File: src/rtl/lss_pkg.sv
package lss_pkg;
  typedef enum logic [3:0] {
    OP_DIAG  = 4'h0,
    OP_OR    = 4'h3,
    OP_ECHO  = 4'hA,
    OP_INPUT = 4'hC,
    OP_AND   = 4'hF
  } lss_op_e;

  localparam logic [3:0] BANK_SEL_LO = 4'h0;
  localparam logic [3:0] BANK_SEL_HI = 4'hF;
  localparam logic [15:0] REPLY_IDLE = 16'hFFFF;
endpackage

File: src/rtl/lss_frame_port.sv
module lss_frame_port #(
  parameter int SYNC_STAGES = 2,
  parameter int FRAME_BITS  = 16
) (
  input  logic                  clk,
  input  logic                  rst_n,
  input  logic                  sclk,
  input  logic                  cs_n,
  input  logic                  mosi,
  input  logic [FRAME_BITS-1:0] reply_word,
  input  logic                  echo_en,
  output logic                  miso,
  output logic                  frame_valid,
  output logic [FRAME_BITS-1:0] frame_word
);
  localparam int CNT_W   = $clog2(FRAME_BITS + 2);
  localparam int CNT_SAT = FRAME_BITS + 1;

  logic [SYNC_STAGES-1:0] sclk_sync, cs_sync, mosi_sync;
  logic                   sclk_d, cs_d;
  logic                   sclk_s, cs_s, mosi_s;
  logic                   sclk_rise, sclk_fall, cs_rise, cs_fall;
  logic [CNT_W-1:0]       bit_cnt;
  logic [FRAME_BITS-1:0]  rx_sh, tx_sh;

  always_ff @(posedge clk or negedge rst_n) begin
    if (!rst_n) begin
      sclk_sync <= '0;
      cs_sync   <= '1;
      mosi_sync <= '0;
      sclk_d    <= 1'b0;
      cs_d      <= 1'b1;
    end else begin
      sclk_sync <= {sclk_sync[SYNC_STAGES-2:0], sclk};
      cs_sync   <= {cs_sync[SYNC_STAGES-2:0], cs_n};
      mosi_sync <= {mosi_sync[SYNC_STAGES-2:0], mosi};
      sclk_d    <= sclk_sync[SYNC_STAGES-1];
      cs_d      <= cs_sync[SYNC_STAGES-1];
    end
  end

  assign sclk_s    = sclk_sync[SYNC_STAGES-1];
  assign cs_s      = cs_sync[SYNC_STAGES-1];
  assign mosi_s    = mosi_sync[SYNC_STAGES-1];
  assign sclk_rise = !cs_s && sclk_s && !sclk_d;
  assign sclk_fall = !cs_s && !sclk_s && sclk_d;
  assign cs_fall   = cs_d && !cs_s;
  assign cs_rise   = !cs_d && cs_s;

  // receive side: count and shift while selected
  always_ff @(posedge clk or negedge rst_n) begin
    if (!rst_n) begin
      bit_cnt <= '0;
      rx_sh   <= '0;
    end else if (cs_fall) begin
      bit_cnt <= '0;
      rx_sh   <= '0;
    end else if (sclk_rise) begin
      rx_sh <= {rx_sh[FRAME_BITS-2:0], mosi_s};
      if (bit_cnt != CNT_W'(CNT_SAT)) bit_cnt <= bit_cnt + 1'b1;
    end
  end

  always_ff @(posedge clk or negedge rst_n) begin
    if (!rst_n) begin
      frame_valid <= 1'b0;
      frame_word  <= '0;
    end else begin
      frame_valid <= cs_rise && (bit_cnt == CNT_W'(FRAME_BITS));
      if (cs_rise) frame_word <= rx_sh;
    end
  end

  // transmit side: preload while idle, shift on falling SCLK
  always_ff @(posedge clk or negedge rst_n) begin
    if (!rst_n) begin
      tx_sh <= '1;
    end else if (cs_s) begin
      tx_sh <= reply_word;
    end else if (sclk_fall) begin
      tx_sh <= {tx_sh[FRAME_BITS-2:0], 1'b0};
    end
  end

  always_comb begin
    if (cs_n)         miso = 1'b0;
    else if (echo_en) miso = mosi;
    else              miso = tx_sh[FRAME_BITS-1];
  end
endmodule

File: src/rtl/lss_cmd_core.sv
module lss_cmd_core
  import lss_pkg::*;
#(
  parameter int CHANNELS = 16,
  parameter int DIRECT   = 8
) (
  input  logic                  clk,
  input  logic                  rst_n,
  input  logic                  frame_valid,
  input  logic [15:0]           frame_word,
  input  logic [2*CHANNELS-1:0] fault_code,
  input  logic [DIRECT-1:0]     direct_in,
  output logic [CHANNELS-1:0]   out_reg,
  output logic [15:0]           reply_word,
  output logic                  echo_en
);
  localparam int BANK_W = CHANNELS / 2;
  localparam int DIAG_W = 2 * BANK_W;

  logic [BANK_W-1:0] bank_lo, bank_hi;
  logic [BANK_W-1:0] bank_lo_nxt, bank_hi_nxt;
  logic [15:0]       reply_nxt;
  logic              echo_nxt;
  logic [BANK_W-1:0] short_ok;
  lss_op_e           op;
  logic [3:0]        bank_sel;
  logic [7:0]        data;
  logic              sel_hi, sel_ok;
  logic [DIAG_W-1:0] diag_lo, diag_hi, diag_sel;
  logic [BANK_W-1:0] cur_bank, upd_bank;

  genvar k;
  generate
    for (k = 0; k < BANK_W; k++) begin : g_short
      assign short_ok[k] = (&fault_code[2*k +: 2]) & (&fault_code[2*(k+BANK_W) +: 2]);
    end
  endgenerate

  assign diag_lo  = fault_code[DIAG_W-1:0];
  assign diag_hi  = fault_code[2*DIAG_W-1:DIAG_W];
  assign op       = lss_op_e'(frame_word[15:12]);
  assign bank_sel = frame_word[11:8];
  assign data     = frame_word[7:0];
  assign sel_hi   = (bank_sel == BANK_SEL_HI);
  assign sel_ok   = (bank_sel == BANK_SEL_LO) || sel_hi;
  assign diag_sel = sel_hi ? diag_hi : diag_lo;
  assign cur_bank = sel_hi ? bank_hi : bank_lo;

  always_comb begin
    bank_lo_nxt = bank_lo;
    bank_hi_nxt = bank_hi;
    reply_nxt   = reply_word;
    echo_nxt    = echo_en;
    upd_bank    = cur_bank;
    if (frame_valid) begin
      reply_nxt = REPLY_IDLE;
      if (echo_en) begin
        echo_nxt = 1'b0;
      end else if (sel_ok) begin
        case (op)
          OP_OR: begin
            upd_bank  = cur_bank | data;
            reply_nxt = diag_sel;
          end
          OP_AND: begin
            upd_bank  = cur_bank & data;
            reply_nxt = diag_sel;
          end
          OP_DIAG:  reply_nxt = diag_sel;
          OP_INPUT: reply_nxt = {direct_in, short_ok};
          OP_ECHO:  echo_nxt  = 1'b1;
          default:  reply_nxt = REPLY_IDLE;
        endcase
        if (sel_hi) bank_hi_nxt = upd_bank;
        else        bank_lo_nxt = upd_bank;
      end
    end
  end

  always_ff @(posedge clk or negedge rst_n) begin
    if (!rst_n) begin
      bank_lo    <= '0;
      bank_hi    <= '0;
      reply_word <= REPLY_IDLE;
      echo_en    <= 1'b0;
    end else begin
      bank_lo    <= bank_lo_nxt;
      bank_hi    <= bank_hi_nxt;
      reply_word <= reply_nxt;
      echo_en    <= echo_nxt;
    end
  end

  assign out_reg = {bank_hi, bank_lo};
endmodule

File: src/rtl/lss_out_merge.sv
module lss_out_merge #(
  parameter int CHANNELS = 16,
  parameter int DIRECT   = 8
) (
  input  logic [CHANNELS-1:0] out_reg,
  input  logic [DIRECT-1:0]   direct_in,
  output logic [CHANNELS-1:0] chan_on
);
  localparam int BANK_W   = CHANNELS / 2;
  localparam int PER_BANK = DIRECT / 2;

  genvar n;
  generate
    for (n = 0; n < CHANNELS; n++) begin : g_ch
      if (n < PER_BANK) begin : g_dlo
        assign chan_on[n] = out_reg[n] | direct_in[n];
      end else if (n >= BANK_W && n < BANK_W + PER_BANK) begin : g_dhi
        assign chan_on[n] = out_reg[n] | direct_in[n - BANK_W + PER_BANK];
      end else begin : g_ser
        assign chan_on[n] = out_reg[n];
      end
    end
  endgenerate
endmodule

File: src/rtl/lss_serial_ctrl.sv
module lss_serial_ctrl #(
  parameter int SYNC_STAGES = 2,
  parameter int CHANNELS    = 16,
  parameter int DIRECT      = 8
) (
  input  logic                  clk,
  input  logic                  rst_n,
  input  logic                  spi_sclk,
  input  logic                  spi_cs_n,
  input  logic                  spi_mosi,
  output logic                  spi_miso,
  input  logic [DIRECT-1:0]     direct_in,
  input  logic [2*CHANNELS-1:0] fault_code,
  output logic [CHANNELS-1:0]   chan_on
);
  localparam int FRAME_BITS = 16;

  logic                  frame_valid;
  logic [FRAME_BITS-1:0] frame_word;
  logic [FRAME_BITS-1:0] reply_word;
  logic                  echo_en;
  logic [CHANNELS-1:0]   out_reg;

  lss_frame_port #(.SYNC_STAGES(SYNC_STAGES), .FRAME_BITS(FRAME_BITS)) u_port (
    .clk(clk), .rst_n(rst_n), .sclk(spi_sclk), .cs_n(spi_cs_n), .mosi(spi_mosi),
    .reply_word(reply_word), .echo_en(echo_en), .miso(spi_miso),
    .frame_valid(frame_valid), .frame_word(frame_word)
  );

  lss_cmd_core #(.CHANNELS(CHANNELS), .DIRECT(DIRECT)) u_core (
    .clk(clk), .rst_n(rst_n), .frame_valid(frame_valid), .frame_word(frame_word),
    .fault_code(fault_code), .direct_in(direct_in), .out_reg(out_reg),
    .reply_word(reply_word), .echo_en(echo_en)
  );

  lss_out_merge #(.CHANNELS(CHANNELS), .DIRECT(DIRECT)) u_merge (
    .out_reg(out_reg), .direct_in(direct_in), .chan_on(chan_on)
  );
endmodule

File: config.mk
export PLATFORM = sky130hd
export DESIGN_NAME = lss_serial_ctrl
export DESIGN_NICKNAME = d
export VERILOG_FILES = /design/src/rtl/lss_pkg.sv /design/src/rtl/lss_frame_port.sv /design/src/rtl/lss_cmd_core.sv /design/src/rtl/lss_out_merge.sv /design/src/rtl/lss_serial_ctrl.sv
export SDC_FILE = /design/constraint.sdc
export NUM_CORES = 1
export LEC_CHECK = 0
export BUFFER_PORTS_ARGS = -buffer_cell sky130_fd_sc_hd__buf_2
export CAP_MARGIN = 10
export CORE_MARGIN = 3
export CORE_UTILIZATION = 45
export DETAILED_ROUTE_END_ITERATION = 8
export HOLD_SLACK_MARGIN = 0.03
export PLACE_DENSITY = 0.75
export SKIP_LAST_GASP = 1
export SLEW_MARGIN = 40
export SYNTH_ARGS = -nofsm -noshare
export SYNTH_HDL_FRONTEND = slang
export SYNTH_SLANG_ARGS = --single-unit
File: constraint.sdc
create_clock -name clk -period 1.8 [get_ports clk]
set_input_delay 0.09 -clock clk [delete_from_list [all_inputs] [get_ports clk]]
set_output_delay 0.09 -clock clk [all_outputs]
set_load 0.005 [all_outputs]
==> results_dict.tcl, run 1 <==
set metrics [dict create \
    status "completed" \
    worstSetupEndpointType "flip-flop" \
    clk_path_buf_depth 2 \
    dr.pass1.iters 4 \
    synth.largest_area_cell "dfrtp_1" \
    hpwl_um 7030 \
    start_kind "flip-flop" \
    yosysWarnings 0 \
    synth.area.top_cells "dfrtp_1 (33%), dfstp_2 (20%), mux2i_1 (7.8%)" \
    switching_power_uw 941 \
    ys_seq_area_share_pct 53.6 \
    combPwrFrac_pct 6.8 \
    grt_pass1_vias 3290 \
    placed_cell_area_um2 4920 \
    num_antenna_cells 0 \
    layout-drive-gt1-share_pct 34.8 \
    port_buffers 61 \
    tns_ps 0 \
    design_area_um2 5160 \
    power_frac_clock_pct 37.0 \
    clock-root-buffer "clkbuf_8" \
    grt_util_all_layers_pct 17.9 \
    start_util_pct 47.5 \
    core_um2 9500 \
    period_share_pct 94.3 \
    p_per_area_nw_per_um2 751 \
    wl_per_cell_um 16.1 \
    netlist.area_leader.share_pct 33.2 \
    rows 35 \
    skew_ps 10.1 \
    clock_latency_ps 350 \
    grt_pass1_wl_um 16200 \
    p_leak_uw 0.00222 \
    rrSetupSlack_ps 100 \
    fin_nets 517 \
    area_delta_synth_final_pct 14.3 \
    ant_nets 0 \
    synth.distinct_cells 40 \
    hold_slack_ps 90.7 \
    worst_pin_slew_ps 547 \
    antenna_found_initial 0 \
    pin_count 62 \
    die-area_um2 11300 \
    die_w_um 106 \
    setup_viol 0 \
    rsz0062_at_grt "false" \
    pwr-share-seq_pct 56.3 \
    grt_start_max_net_pins 43 \
    hp-class "input pin to flip-flop" \
    synth_seq_cells 95 \
    cts_tree "yes" \
    synth_area_um2 4520 \
    syn_inst 414 \
    place_congestion 0.799 \
    postCtsSetupRepairBufs 0 \
    irDropWorstVdd_v 0.000451 \
    cap_viol_max_count 0 \
    fin_util_pct 54.3 \
    drt-initial-drc-count 162 \
    chipHeight_um 106 \
    switching_share_pct 24.3 \
    avgSynthCellArea_um2 10.9 \
    hold_viol 0 \
    crit_required_ps 2080 \
    routed_wl_um 9730 \
    max_freq_mhz 589 \
    relSlewSlack_pct 63.5 \
    drc 0 \
    intPower_uw 2940 \
    crit_fanout 20 \
    period_needed_ps 1700 \
    cts_made_buffers 9 \
    viasPerCell 5.46 \
    power_uw 3880 \
    clock-sinks 95 \
    critPathArrivalTime_ps 1980 \
    slew_violations 0 \
    overflow 0 \
    worstSetupPathType "flip-flop to flip-flop" \
    path_clk_slew_ps 90 \
    via_count 3294 \
    syn-num-nets 462 \
    cts.htree.levels 3 \
]
[metrics by stage]
stage	cells	setup WS (ps)
2_1_floorplan	414	162
3_3_place_gp	583	181
3_5_place_dp	583	134
4_1_cts	603	121
5_1_grt	603	18.3
6_report	603	103
[metal layers]
metal	track usage (%)	wire (µm)	vias to the layer above
met5	0	0	-
met1	25.1	4460	1636
met3	2.98	499	7
met4	6.01	87	0
li1	-	-	1559
met2	28.4	4690	92
[cells in the mapped netlist, drive strengths merged]
cell and number:
nand2b 1, dfstp 35, nand3b 3, buf 25, o31a 1, mux2i 35, nor4 1, nor3b 2
nand4bb 2, or2 8, a31oi 4, nand4 12, a21o 1, nor2b 4, o31ai 4, xnor2 1
or3b 1, and3 1, mux2 26, o22a 16, xor2 3, a21oi 19, inv 4, nand2 79
dfrtp 60, and4bb 2, clkbuf 8, and4 1, ha 3, o2bb2ai 2, o21ai 30, nor2 11
o22ai 9
[critical path, cell delays in order (launching register included)]
cell	delay, ps
dfrtp_1	400
and4_1	430
buf_12	230
mux2i_1	290
o21ai_0	110
o22a_1	160
[layout by cell type, fill, tap and decap left out, drive strengths merged, types with 11 or more instances in the layout]
cell type,n
dfstp,35
a21oi,19
buf,73
mux2i,35
nand2,79
o22a,16
dfrtp,60
nand4,12
mux2,26
nor2,11
o21ai,30
[path summary, 6_finish.rpt]
| check | startpoint | end | cells past startpoint |
|---|---|---|---|
| setup reg to reg | u_port.frame_word[11] | u_core.reply_word[13] | 5 |
| hold / removal | direct_in[3] | u_core.reply_word[11] | 4 |
| min in group asynchronous | rst_n | u_core.bank_lo[0] | 2 |
| setup / recovery | u_port.frame_word[11] | u_core.reply_word[13] | 5 |
| hold reg to reg | u_port.sclk_sync[0] | u_port.sclk_sync[1] | 0 |
| max in group asynchronous | rst_n | u_port.cs_sync[0] | 3 |
[power groups by stage]
stage	Clock [µW]	Sequential (µW)	Combinational [µW]
floorplan	0	2210	113
global placement	0	2220	251
detailed placement	0	2220	258
CTS	1470	2180	266
global route	1590	2190	292
finish	1430	2180	262
[logic make-up (layout without fill, tap and decap cells)]
group	count (synthesis)	in the layout	synth area share, %
and+or+nand+nor	128	128	13.9
muxes	61	61	14.2
buffers and inverters	37	97	4.43
DFF	95	95	53.6
AOI/OAI and AO/OA	86	86	12.2
adders and majority gates	3	3	0.831
xor gates and xnor gates	4	4	0.776
[registers in the layout, indices dropped and copies added (netlist names), 2 cells and up]
name / count
u_core.bank_lo: 8
u_port.frame_word: 16
u_core.reply_word: 16
u_port.bit_cnt: 5
u_port.tx_sh: 16
u_port.mosi_sync: 2
u_core.bank_hi: 8
u_port.cs_sync: 2
u_port.rx_sh: 16
u_port.sclk_sync: 2
[layout make-up]
class	instances	area, µm²
Clock inverter	7	82.6
Sequential cell	95	2420
Inverter	4	15.0
Timing Repair Buffer	77	463
Fill cell	828	4340
Tap cell	129	161
Clock buffer	9	124
Multi-Input combinational cell	282	1900
[timing repair]
action | CTS | global route
resized for setup | 0 | 0
hold buffers | 4 | 0
hold endpoints to repair | 17 | 0
Note: power is estimated with default switching activity, not from simulation.
==> inputs of run 2 (changes only) <==
--- a/config.mk
+++ b/config.mk
@@ -11,7 +11,7 @@
 export CORE_UTILIZATION = 45
 export DETAILED_ROUTE_END_ITERATION = 8
 export HOLD_SLACK_MARGIN = 0.03
-export PLACE_DENSITY = 0.75
+export PLACE_DENSITY = 0.73
 export SKIP_LAST_GASP = 1
 export SLEW_MARGIN = 40
 export SYNTH_ARGS = -nofsm -noshare
==> constraint.sdc (replaced) <==
create_clock -name clk -period 2 [get_ports clk]
set_input_delay 0.1 -clock clk [delete_from_list [all_inputs] [get_ports clk]]
set_output_delay 0.1 -clock clk [all_outputs]
set_load 0.005 [all_outputs]
==> results_dict.tcl, run 2 (synthesis gave the netlist of run 1 again) <==
set metrics [dict create \
    status "completed" \
    p_per_area_nw_per_um2 715 \
    max_stage_delay_ps 410 \
    area_delta_synth_final_pct 15.2 \
    slew_violations 0 \
    clk_path_buf_depth 2 \
    grt_util_all_layers_pct 18.7 \
    crit_required_ps 2240 \
    die_w_um 106 \
    grt_start_max_net_pins 51 \
    rsz0062_at_grt "false" \
    relSlewSlack_pct 70.4 \
    setup_viol 0 \
    hpwl_um 7210 \
    ant_nets 0 \
    worstHoldPathCells 4 \
    viasPerCell 5.55 \
    reg2reg_to "u_core.bank_lo[0]" \
    intPower_uw 2870 \
    path_clk_slew_ps 100 \
    irDropWorstVdd_v 0.000313 \
    rows 35 \
    port_buffers 61 \
    dr.pass1.iters 5 \
    clock-root-buffer "clkbuf_8" \
    drc 0 \
    final_cell_mix "nand2_1 (79), buf_2 (60), dfrtp_1 (60), mux2i_1 (35), dfstp_2 (35)" \
    grt_pass1_vias 3385 \
    start_util_pct 47.5 \
    worstSetupPathType "flip-flop to flip-flop" \
    layout-drive-gt1-share_pct 34.5 \
    switching_share_pct 22.9 \
    wl_per_cell_um 16.7 \
    power_frac_clock_pct 40.8 \
    num_antenna_cells 0 \
    fin_nets 516 \
    hold_viol 0 \
    worstSetupEndpointType "flip-flop" \
    path_buf_inv 0 \
    tns_ps 0 \
    cpLargestDelayFamily "simple AND/OR/NAND/NOR gates" \
    pin_count 62 \
    clock_latency_ps 360 \
    antenna_found_initial 0 \
    cts.htree.levels 3 \
    routed_wl_um 10100 \
    worstHoldStart "direct_in[3]" \
    clock-sinks 95 \
    chipHeight_um 106 \
    worstHoldEndpoint "u_core.reply_word[11]" \
    max_freq_mhz 589 \
    combPwrFrac_pct 6.5 \
    skew_ps 13.4 \
    crit_fanout 12 \
    core_um2 9500 \
    start_kind "flip-flop" \
    p_leak_uw 0.00223 \
    power_uw 3720 \
    final_common_cell "nand2_1" \
    crit_slowest_cell "dfrtp_1" \
    via_count 3339 \
    cts_made_buffers 9 \
    cts_tree "yes" \
    grt_pass1_wl_um 16700 \
    timing.rr.start "u_port.frame_word[8]" \
    cap_viol_max_count 0 \
    switching_power_uw 853 \
    cp_cell_sequence "nor4_1, nand2_1, mux2_2" \
    ff2ff_path_depth 3 \
    die-area_um2 11300 \
    place_congestion 0.784 \
    rrSetupSlack_ps 300 \
    drt-initial-drc-count 182 \
    critPathArrivalTime_ps 1940 \
    worst_pin_slew_ps 442 \
    overflow 0 \
    period_share_pct 84.8 \
    pwr-share-seq_pct 52.7 \
    period_needed_ps 1700 \
    hp-class "input pin to flip-flop" \
]
[run 2: changes by cell type in the layout (fill, tap and decap cells not counted), sizes merged]
cell / delta
buf: -1
clkbuf: +4
clkinv: -4
[run 2: layout make-up]
class	instances	area [µm²]
fill	801	4300
sequential	95	2420
multi-input combinational	282	1900
timing repair buffer	76	455
clock buffer	13	203
tap	129	161
clock inverter	3	50.0
inverter	4	15.0
[run 2: per-layer routing]
layer | vias up | wire length (µm) | GRT usage, % | share of wire [%]
li1 | 1571 | - | - | -
met1 | 1619 | 4430 | 25.2 | 44
met2 | 127 | 4700 | 29.6 | 47
met3 | 22 | 716 | 3.70 | 7.1
met4 | 0 | 212 | 7.40 | 2.1
met5 | - | 0 | 0 | 0
[run 2: stage by stage]
stage / util, % / cells / hold slack [ps] / area (µm²) / worst slack, ps
2_1_floorplan: - / 414 / -196 / 4520 / 362
6_report: 54.7 / 602 / 118 / 5200 / 303
4_1_cts: 54.7 / 602 / 97.0 / 5200 / 302
3_5_place_dp: 51.7 / 582 / 201 / 4910 / 333
5_1_grt: 54.7 / 602 / 143 / 5200 / 167
3_3_place_gp: 51.7 / 582 / 190 / 4910 / 399
[run 2: worst register-to-register path, stage by stage, from the launching register on]
cell,delay (ps)
dfrtp_1,410
nor4_1,410
nand2_1,370
mux2_2,380
[run 2: worst max path at each step]
| stage | from | end | slack (ps) | cells after the start |
|---|---|---|---|---|
| 3_3_place_gp | u_port.frame_word[8] | u_core.bank_lo[4] | 400 | 3 |
| 3_5_place_dp | u_port.frame_word[8] | u_core.bank_lo[0] | 330 | 3 |
| 5_1_grt | u_port.frame_word[8] | u_core.bank_lo[0] | 170 | 3 |
| 4_1_cts | u_port.frame_word[10] | u_core.bank_hi[3] | 300 | 5 |
| 2_1_floorplan | u_port.cs_sync[1] | u_port.frame_word[10] | 360 | 5 |
| 6_report | u_port.frame_word[8] | u_core.bank_lo[0] | 300 | 3 |
[run 2: what timing repair did]
item,4_1_cts,5_1_grt
resized for setup,0,0
endpoints found under the hold margin,77,0
setup buffers,0,0
hold buffers,4,0
[run 2: power by group through the flow]
stage                     logic, µW  registers [µW]  clock network [µW]
after floorplan                 101            1990                   0
after global placement          229            2000                   0
after detailed placement        236            2000                   0
after CTS                       244            1960                1550
after global routing            267            1970                1630
final                           241            1960                1520
